`config.mk`:
```
export PLATFORM = sky130hd
export DESIGN_NAME = busarb_node
export DESIGN_NICKNAME = d
export VERILOG_FILES = /design/src/rtl/busarb_node.sv
export SDC_FILE = /design/constraint.sdc
export NUM_CORES = 1
export LEC_CHECK = 0
export ABC_AREA = 1
export CAP_MARGIN = 5
export CORE_ASPECT_RATIO = 0.6
export CORE_MARGIN = 2
export CORE_UTILIZATION = 42
export DETAILED_ROUTE_END_ITERATION = 8
export GPL_TIMING_DRIVEN = 0
export PLACE_DENSITY = 0.62
export SYNTH_ARGS = -nofsm -noshare
export SYNTH_HDL_FRONTEND = slang
export SYNTH_SLANG_ARGS = --single-unit
export TNS_END_PERCENT = 20
```
`constraint.sdc`:
```
create_clock -name clk -period 4.3 [get_ports clk]
set_input_delay 0.645 -clock clk [delete_from_list [all_inputs] [get_ports clk]]
set_output_delay 0.645 -clock clk [all_outputs]
set_load 0.01 [all_outputs]
```
`src/rtl/busarb_node.sv`:
```
module busarb_node #(
  parameter int NODES = 6,
  localparam int IDW = (NODES > 1) ? $clog2(NODES) : 1
) (
  input  logic             clk,
  input  logic             rst_n,
  input  logic [IDW-1:0]   node_id,
  input  logic [NODES-1:0] bus_req,
  input  logic             rotate_en,
  input  logic             bus_lock,
  input  logic             xfer_busy,
  input  logic             host_req,
  output logic             node_grant,
  output logic             host_grant,
  output logic             master_valid,
  output logic [IDW-1:0]   master_id
);
  typedef enum logic [1:0] {S_IDLE, S_PROC, S_HOST} st_t;

  st_t           st_q;
  logic [IDW-1:0] owner_q;
  logic [IDW-1:0] winner;
  logic           host_ok;

  function automatic logic [IDW-1:0] pick(input logic [NODES-1:0] r,
                                          input logic rot,
                                          input logic [IDW-1:0] prev);
    logic [IDW-1:0] w;
    logic           found;
    int             idx;
    w     = '0;
    found = 1'b0;
    for (int k = 0; k < NODES; k++) begin
      idx = rot ? (int'(prev) + 1 + k) % NODES : k;
      if (!found && r[idx]) begin
        w     = IDW'(idx);
        found = 1'b1;
      end
    end
    return w;
  endfunction

  assign winner  = pick(bus_req, rotate_en, owner_q);
  assign host_ok = host_req && !xfer_busy && !bus_lock;

  always_ff @(posedge clk) begin
    if (!rst_n) begin
      st_q    <= S_IDLE;
      owner_q <= IDW'(NODES - 1);
    end else begin
      case (st_q)
        S_IDLE: begin
          if (host_req) begin
            if (host_ok) st_q <= S_HOST;
          end else if (|bus_req) begin
            st_q    <= S_PROC;
            owner_q <= winner;
          end
        end
        S_PROC: begin
          if (!bus_lock && (host_ok || !bus_req[owner_q])) st_q <= S_IDLE;
        end
        S_HOST: begin
          if (!host_req) st_q <= S_IDLE;
        end
        default: st_q <= S_IDLE;
      endcase
    end
  end

  assign master_valid = (st_q == S_PROC);
  assign host_grant   = (st_q == S_HOST);
  assign master_id    = owner_q;
  assign node_grant   = master_valid && (owner_q == node_id);
endmodule

```
==> results_dict.tcl, run 1 <==
set metrics [dict create \
    numCtsBuffers 3 \
    cts_tree "done" \
    seq_power_share_pct 3.4 \
    hold_path.class "flip-flop to flip-flop" \
    num_rows 20 \
    gr-total-overflow 0 \
    crit_path_start_kind "flip-flop" \
    wl_met2_mm 2.34 \
    antenna_found_initial 0 \
    clockPowerShare_pct 3.8 \
    powerDensity_mw_per_mm2 910 \
    avgSynthCellArea_sq_um 5.91 \
    max_clock_freq_ghz 0.252 \
    utilization_pct 50.3 \
    drt-wirelength-per-cell_um 13.0 \
    end_kind "flip-flop" \
    synth_cell_types 41 \
    synth_seq_cells 5 \
    synth_top_area_share_pct 19.3 \
    drt-met1-wl_mm 3.40 \
    yosysTopAreaCell "nand2_1" \
    finalWirelength_mm 6.10 \
    power_mw 2.34 \
    hold_viol 0 \
    clockRootBuffer "clkbuf_8" \
    p_leak_nw 1.37 \
    synth_area_sq_mm 0.00223 \
    dp_hpwl_mm 5.14 \
    grt_usage_pct 21.3 \
    vias_per_cell 5.34 \
    crit_required_ps 4400 \
    grt_pass1_vias 2199 \
    switching_power_mw 1.47 \
    die_x_um 98.1 \
    syn_inst 378 \
    cts_sinks 5 \
    final_nets 438 \
    outcome "finished clean" \
    timing.final.crit_period_ps 3960 \
    grt_first_pass_wirelength_mm 10.2 \
    coreArea_sq_mm 0.00510 \
    crit_arrival_ps 4070 \
    fin_skew_ps 3.01 \
    fin_tns_setup_ps 0 \
    worst_slew_pin_slew_ps 639 \
    ys_warn_count 0 \
    report.final.slew_viol_count 0 \
    dr.max_layer_used "met4" \
    peakVddDrop_mv 0.317 \
    drc 0 \
    cap_violations 0 \
    grt_max_degree 13 \
    layout_common_cells "nand2_1, nand3_1, inv_1" \
    port_buffers 20 \
    die_h_um 60.5 \
    clk_pin_slew_worst_paths_ps 40 \
    firstDrtPassIters 4 \
    synth_nets 413 \
    antenna_cells 0 \
    cts-hold-fix-buffers 0 \
    drive_gt1_share_pct 19.2 \
    cts_buffer_depth 2 \
    ios 21 \
    ys_top_cells_by_area "nand2_1, ha_1, nand3_1" \
    postRouteAntennaNets 0 \
    fin_crit_sh_pct 92.2 \
    vias 2499 \
    drt_iter0_drc 163 \
    routed-wl-met3_um 329 \
    rsz0062_at_grt "false" \
    setup_violations 0 \
    holdWs_ps 536 \
    worst-setup-path-type "flip-flop to flip-flop" \
    insertion_delay_ps 230 \
    dieArea_sq_mm 0.00594 \
    relSlewSlack_pct 57.0 \
    seq_area_frac_synth_pct 4.48 \
    start_util_pct 43.8 \
    p_comb_share_pct 92.8 \
    final_common_cell "nand2_1" \
    syn_to_final_growth_pct 15.1 \
    internal-power_mw 0.864 \
    critical_path_peak_fanout 10 \
    p_sw_share_pct 63.0 \
    h-tree-depth 1 \
    gp_congestion 0.795 \
]
layer usage:
layer  GRT usage, %  up-vias
met3           3.00        4
met4           2.35        0
met1           33.5     1109
met5              0        -
li1               -     1301
met2           31.8       85
path summary, 6_finish.rpt:
kind	slack, ps	cells past startpoint	to	startpoint
max reg2reg	340	25	master_id[2]	master_id[1]
min	540	1	st_q[1]	st_q[0]
max	340	25	master_id[2]	master_id[1]
min reg2reg	540	1	st_q[1]	st_q[0]
synth_stat cells (all sizes together):
library cell  number
clkbuf             1
o21ai             18
ha                20
nor3b              1
a21oi              9
nor3               2
xor2               2
a21boi             1
inv               55
buf                6
o21a               1
nor4               1
nor2              19
a31oi              1
o211ai             5
nand3b             4
nand2            135
clkinv             2
o21bai             1
a2111oi            2
or2                3
nand3             66
dfxtp              5
nand4             18
stage by stage:
step	instances	worst slack, ps	area, sq um
detailed placement	464	18.2	2520
global route	468	47.5	2570
finish	468	335	2570
floorplan	378	726	2230
CTS	468	42.1	2560
global placement	464	31.8	2520
sequential cells by signal, indices dropped and copies added, names as in the netlist:
| register | flops |
|---|---|
| st_q | 2 |
| master_id | 3 |
area by class of cell:
type,instances,area [sq um]
plain buffers,7,61.3
clock buffers,4,45.0
fillers,544,2530
inverters,57,220
multi-input cells,309,1860
flip-flops and latches,5,103
well taps,66,82.6
repair buffers,20,200
power groups by stage:
stage               Sequential, mW  Clock, mW  Combinational (mW)
floorplan                   0.0755          0                1.74
detailed placement          0.0777          0                2.15
finish                      0.0791     0.0892                2.17
global route                0.0808     0.0970                2.45
CTS                         0.0783     0.0921                2.16
global placement            0.0783          0                2.11
kinds of logic (layout without fill, tap and decap cells):
logic type / count (synthesis) / in the layout / share of synthesized area (%)
buf+inv: 64 / 88 / 12.4
flops: 5 / 5 / 4.48
fa+ha+maj: 20 / 20 / 11.2
xor+xnor: 2 / 2 / 1.62
compound gates: 38 / 38 / 10.7
simple gates: 249 / 249 / 59.6
critical path, cell delays in order, from the launching register on:
cell	delay, ps
dfxtp_2	390
buf_4	200
inv_1	90
ha_2	410
buf_6	190
clkinvlp_4	210
ha_1	340
inv_1	80
nand2_1	60
ha_1	280
nor3b_2	260
nand2_1	100
o21ai_2	90
nand2_2	90
nand2_4	80
nand2_2	50
nand2_2	90
inv_2	50
nand3_2	80
nand2_4	90
nor2_8	120
nand3_4	110
nor2_4	100
inv_2	60
o21ai_1	120
o21ai_1	90
what timing repair did:
item	in CTS	in global routing
endpoints found under the hold margin	0	0
endpoints found under the setup margin	2	3
resized for setup	1	3
cloned	0	0
setup buffers	0	0
No activity file was read; power rests on OpenSTA's default activity.
==> run 2, diff against run 1 <==
--- a/config.mk
+++ b/config.mk
@@ -10,6 +10,7 @@
 export CORE_ASPECT_RATIO = 0.6
 export CORE_MARGIN = 2
 export CORE_UTILIZATION = 42
+export CTS_CLUSTER_DIAMETER = 40
 export DETAILED_ROUTE_END_ITERATION = 8
 export GPL_TIMING_DRIVEN = 0
 export PLACE_DENSITY = 0.62
==> results of run 2 <==
Final layout, timing and power as in run 1 (identical DEF).
==> run 3, diff against run 2 <==
==> constraint.sdc (replaced) <==
create_clock -name clk -period 4.9 [get_ports clk]
set_input_delay 0.735 -clock clk [delete_from_list [all_inputs] [get_ports clk]]
set_output_delay 0.735 -clock clk [all_outputs]
set_load 0.01 [all_outputs]
==> run 3 against run 2 <==
Effect of this change:
- die area unchanged
- global-route usage unchanged
- clock skew about the same
- final area down 0.34%
- cell count unchanged
- critical path type unchanged
- largest power group unchanged
- highest routed layer unchanged
==> results_dict.tcl, run 3 (synthesis results as in run 1) <==
set metrics [dict create \
    outcome "finished clean" \
    hold_viol 0 \
    final_common_cell "nand2_1" \
    drc 0 \
    syn_to_final_growth_pct 14.7 \
    cts_tree "done" \
    hold_path.class "flip-flop to flip-flop" \
    p_leak_nw 1.37 \
    timing.final.crit_period_ps 4290 \
    cts_resized 0 \
    powerDensity_mw_per_mm2 799 \
    fin_tns_setup_ps 0 \
    die_h_um 60.5 \
    vias 2475 \
    cts_buffer_depth 2 \
    peakVddDrop_mv 0.279 \
    rsz0062_at_grt "false" \
    grt_first_pass_wirelength_mm 10.2 \
    report.final.slew_viol_count 0 \
    crit_path_start_kind "flip-flop" \
    h-tree-depth 1 \
    ios 21 \
    critical_path_peak_fanout 12 \
    whs_endpoint "st_q[1]" \
    clockRootBuffer "clkbuf_8" \
    end_kind "flip-flop" \
    crit_arrival_ps 4390 \
    insertion_delay_ps 220 \
    clk_pin_slew_worst_paths_ps 40 \
    fin_crit_sh_pct 87.6 \
    cap_violations 0 \
    rr_startpoint "master_id[0]" \
    finalWirelength_mm 6.14 \
    drive_gt1_share_pct 18.2 \
    worst_slew_pin_slew_ps 609 \
    crit_required_ps 5000 \
    rr_worst_depth 24 \
    gp_congestion 0.795 \
    gr-total-overflow 0 \
    antenna_found_initial 0 \
    cts-hold-fix-buffers 0 \
    placedCellCount 464 \
    drt-wirelength-per-cell_um 13.1 \
    grt_pass1_vias 2199 \
    p_sw_share_pct 63.2 \
    final_nets 438 \
    dp_hpwl_mm 5.14 \
    reg2reg_to "master_id[2]" \
    utilization_pct 50.2 \
    switching_power_mw 1.29 \
    postRouteAntennaNets 0 \
    firstDrtPassIters 5 \
    worst-setup-path-type "flip-flop to flip-flop" \
    fin_skew_ps 2.70 \
    numCtsBuffers 3 \
    post-cts-setup-buffers 0 \
    min_delay_path_depth 1 \
    grt_max_degree 13 \
    dieArea_sq_mm 0.00594 \
    crit_path_max_incr_delay_ps 550 \
    min_from "st_q[0]" \
    die_x_um 98.1 \
    internal-power_mw 0.753 \
    seq_power_share_pct 3.3 \
    antenna_cells 0 \
    num_rows 20 \
    relSlewSlack_pct 59.0 \
    vias_per_cell 5.29 \
    drt_iter0_drc 155 \
    layout_common_cells "nand2_1, nand3_1, inv_1" \
    start_util_pct 43.8 \
    final_cells 468 \
    grt_usage_pct 21.3 \
    path_cells "inv_2, ha_1, buf_6, clkinv_1, ha_1, inv_1, nand2_1, ha_1, nor3b_2, nand2_1, o21ai_2, nand2_2, nand2_4, nand2_2, nand2_2, inv_2, nand3_2, nand2_4, nor2_8, nand3_4, nor2_4, inv_2, o21ai_1, o21ai_1" \
    crit_slowest_cell "dfxtp_1" \
    port_buffers 20 \
    largest_register_ffs 3 \
    clockPowerShare_pct 3.8 \
    max_clock_freq_ghz 0.233 \
    cts_sinks 5 \
    r2r_setup_slack_ps 610 \
    coreArea_sq_mm 0.00510 \
    setup_violations 0 \
    p_comb_share_pct 92.9 \
]
-- run 3: power groups by stage --
| stage | logic, mW | clock network, mW | registers [mW] |
|---|---|---|---|
| floorplan | 1.52 | 0 | 0.0662 |
| detailed placement | 1.89 | 0 | 0.0681 |
| finish | 1.90 | 0.0781 | 0.0678 |
| CTS | 1.89 | 0.0808 | 0.0681 |
| global placement | 1.85 | 0 | 0.0687 |
| global route | 2.15 | 0.0852 | 0.0695 |
-- run 3: critical path: cells and delay by family, from the launching register on --
kind,cells,cell delay (ps)
flops,1,550
buf+inv,6,920
fa+ha+maj,3,1160
simple gates,12,1230
compound gates,3,300
-- run 3: layer usage --
metal | wire length (um) | vias to the layer above | GRT usage, %
li1 | - | 1303 | -
met1 | 3450 | 1101 | 33.5
met2 | 2360 | 67 | 31.8
met3 | 295 | 4 | 3.00
met4 | 35 | 0 | 2.35
met5 | 0 | - | 0
-- run 3: through the flow --
stage	cell area, sq um	total power, mW	hold WS [ps]	setup slack [ps]
after floorplan	2230	1.59	452	1330
after global placement	2520	1.92	496	632
after detailed placement	2520	1.95	490	618
after CTS	2560	2.04	539	583
after global routing	2560	2.30	568	279
final	2560	2.05	537	609
-- run 3: how the worst max path moves through the flow --
stage,start,end,depth (start not counted)
after floorplan,master_id[0],master_id[2],24
after global placement,master_id[0],master_id[2],24
after detailed placement,master_id[0],master_id[2],24
after CTS,master_id[0],master_id[2],24
after global routing,master_id[0],master_id[1],25
final,master_id[0],master_id[2],24
-- run 3: cell type report --
type / count / area (sq um)
buffer: 7 / 61.3
multi-input combinational: 309 / 1860
inverter: 57 / 216
clock buffer: 4 / 45.0
fill: 545 / 2540
tap: 66 / 82.6
sequential: 5 / 100
timing repair buffer: 20 / 200
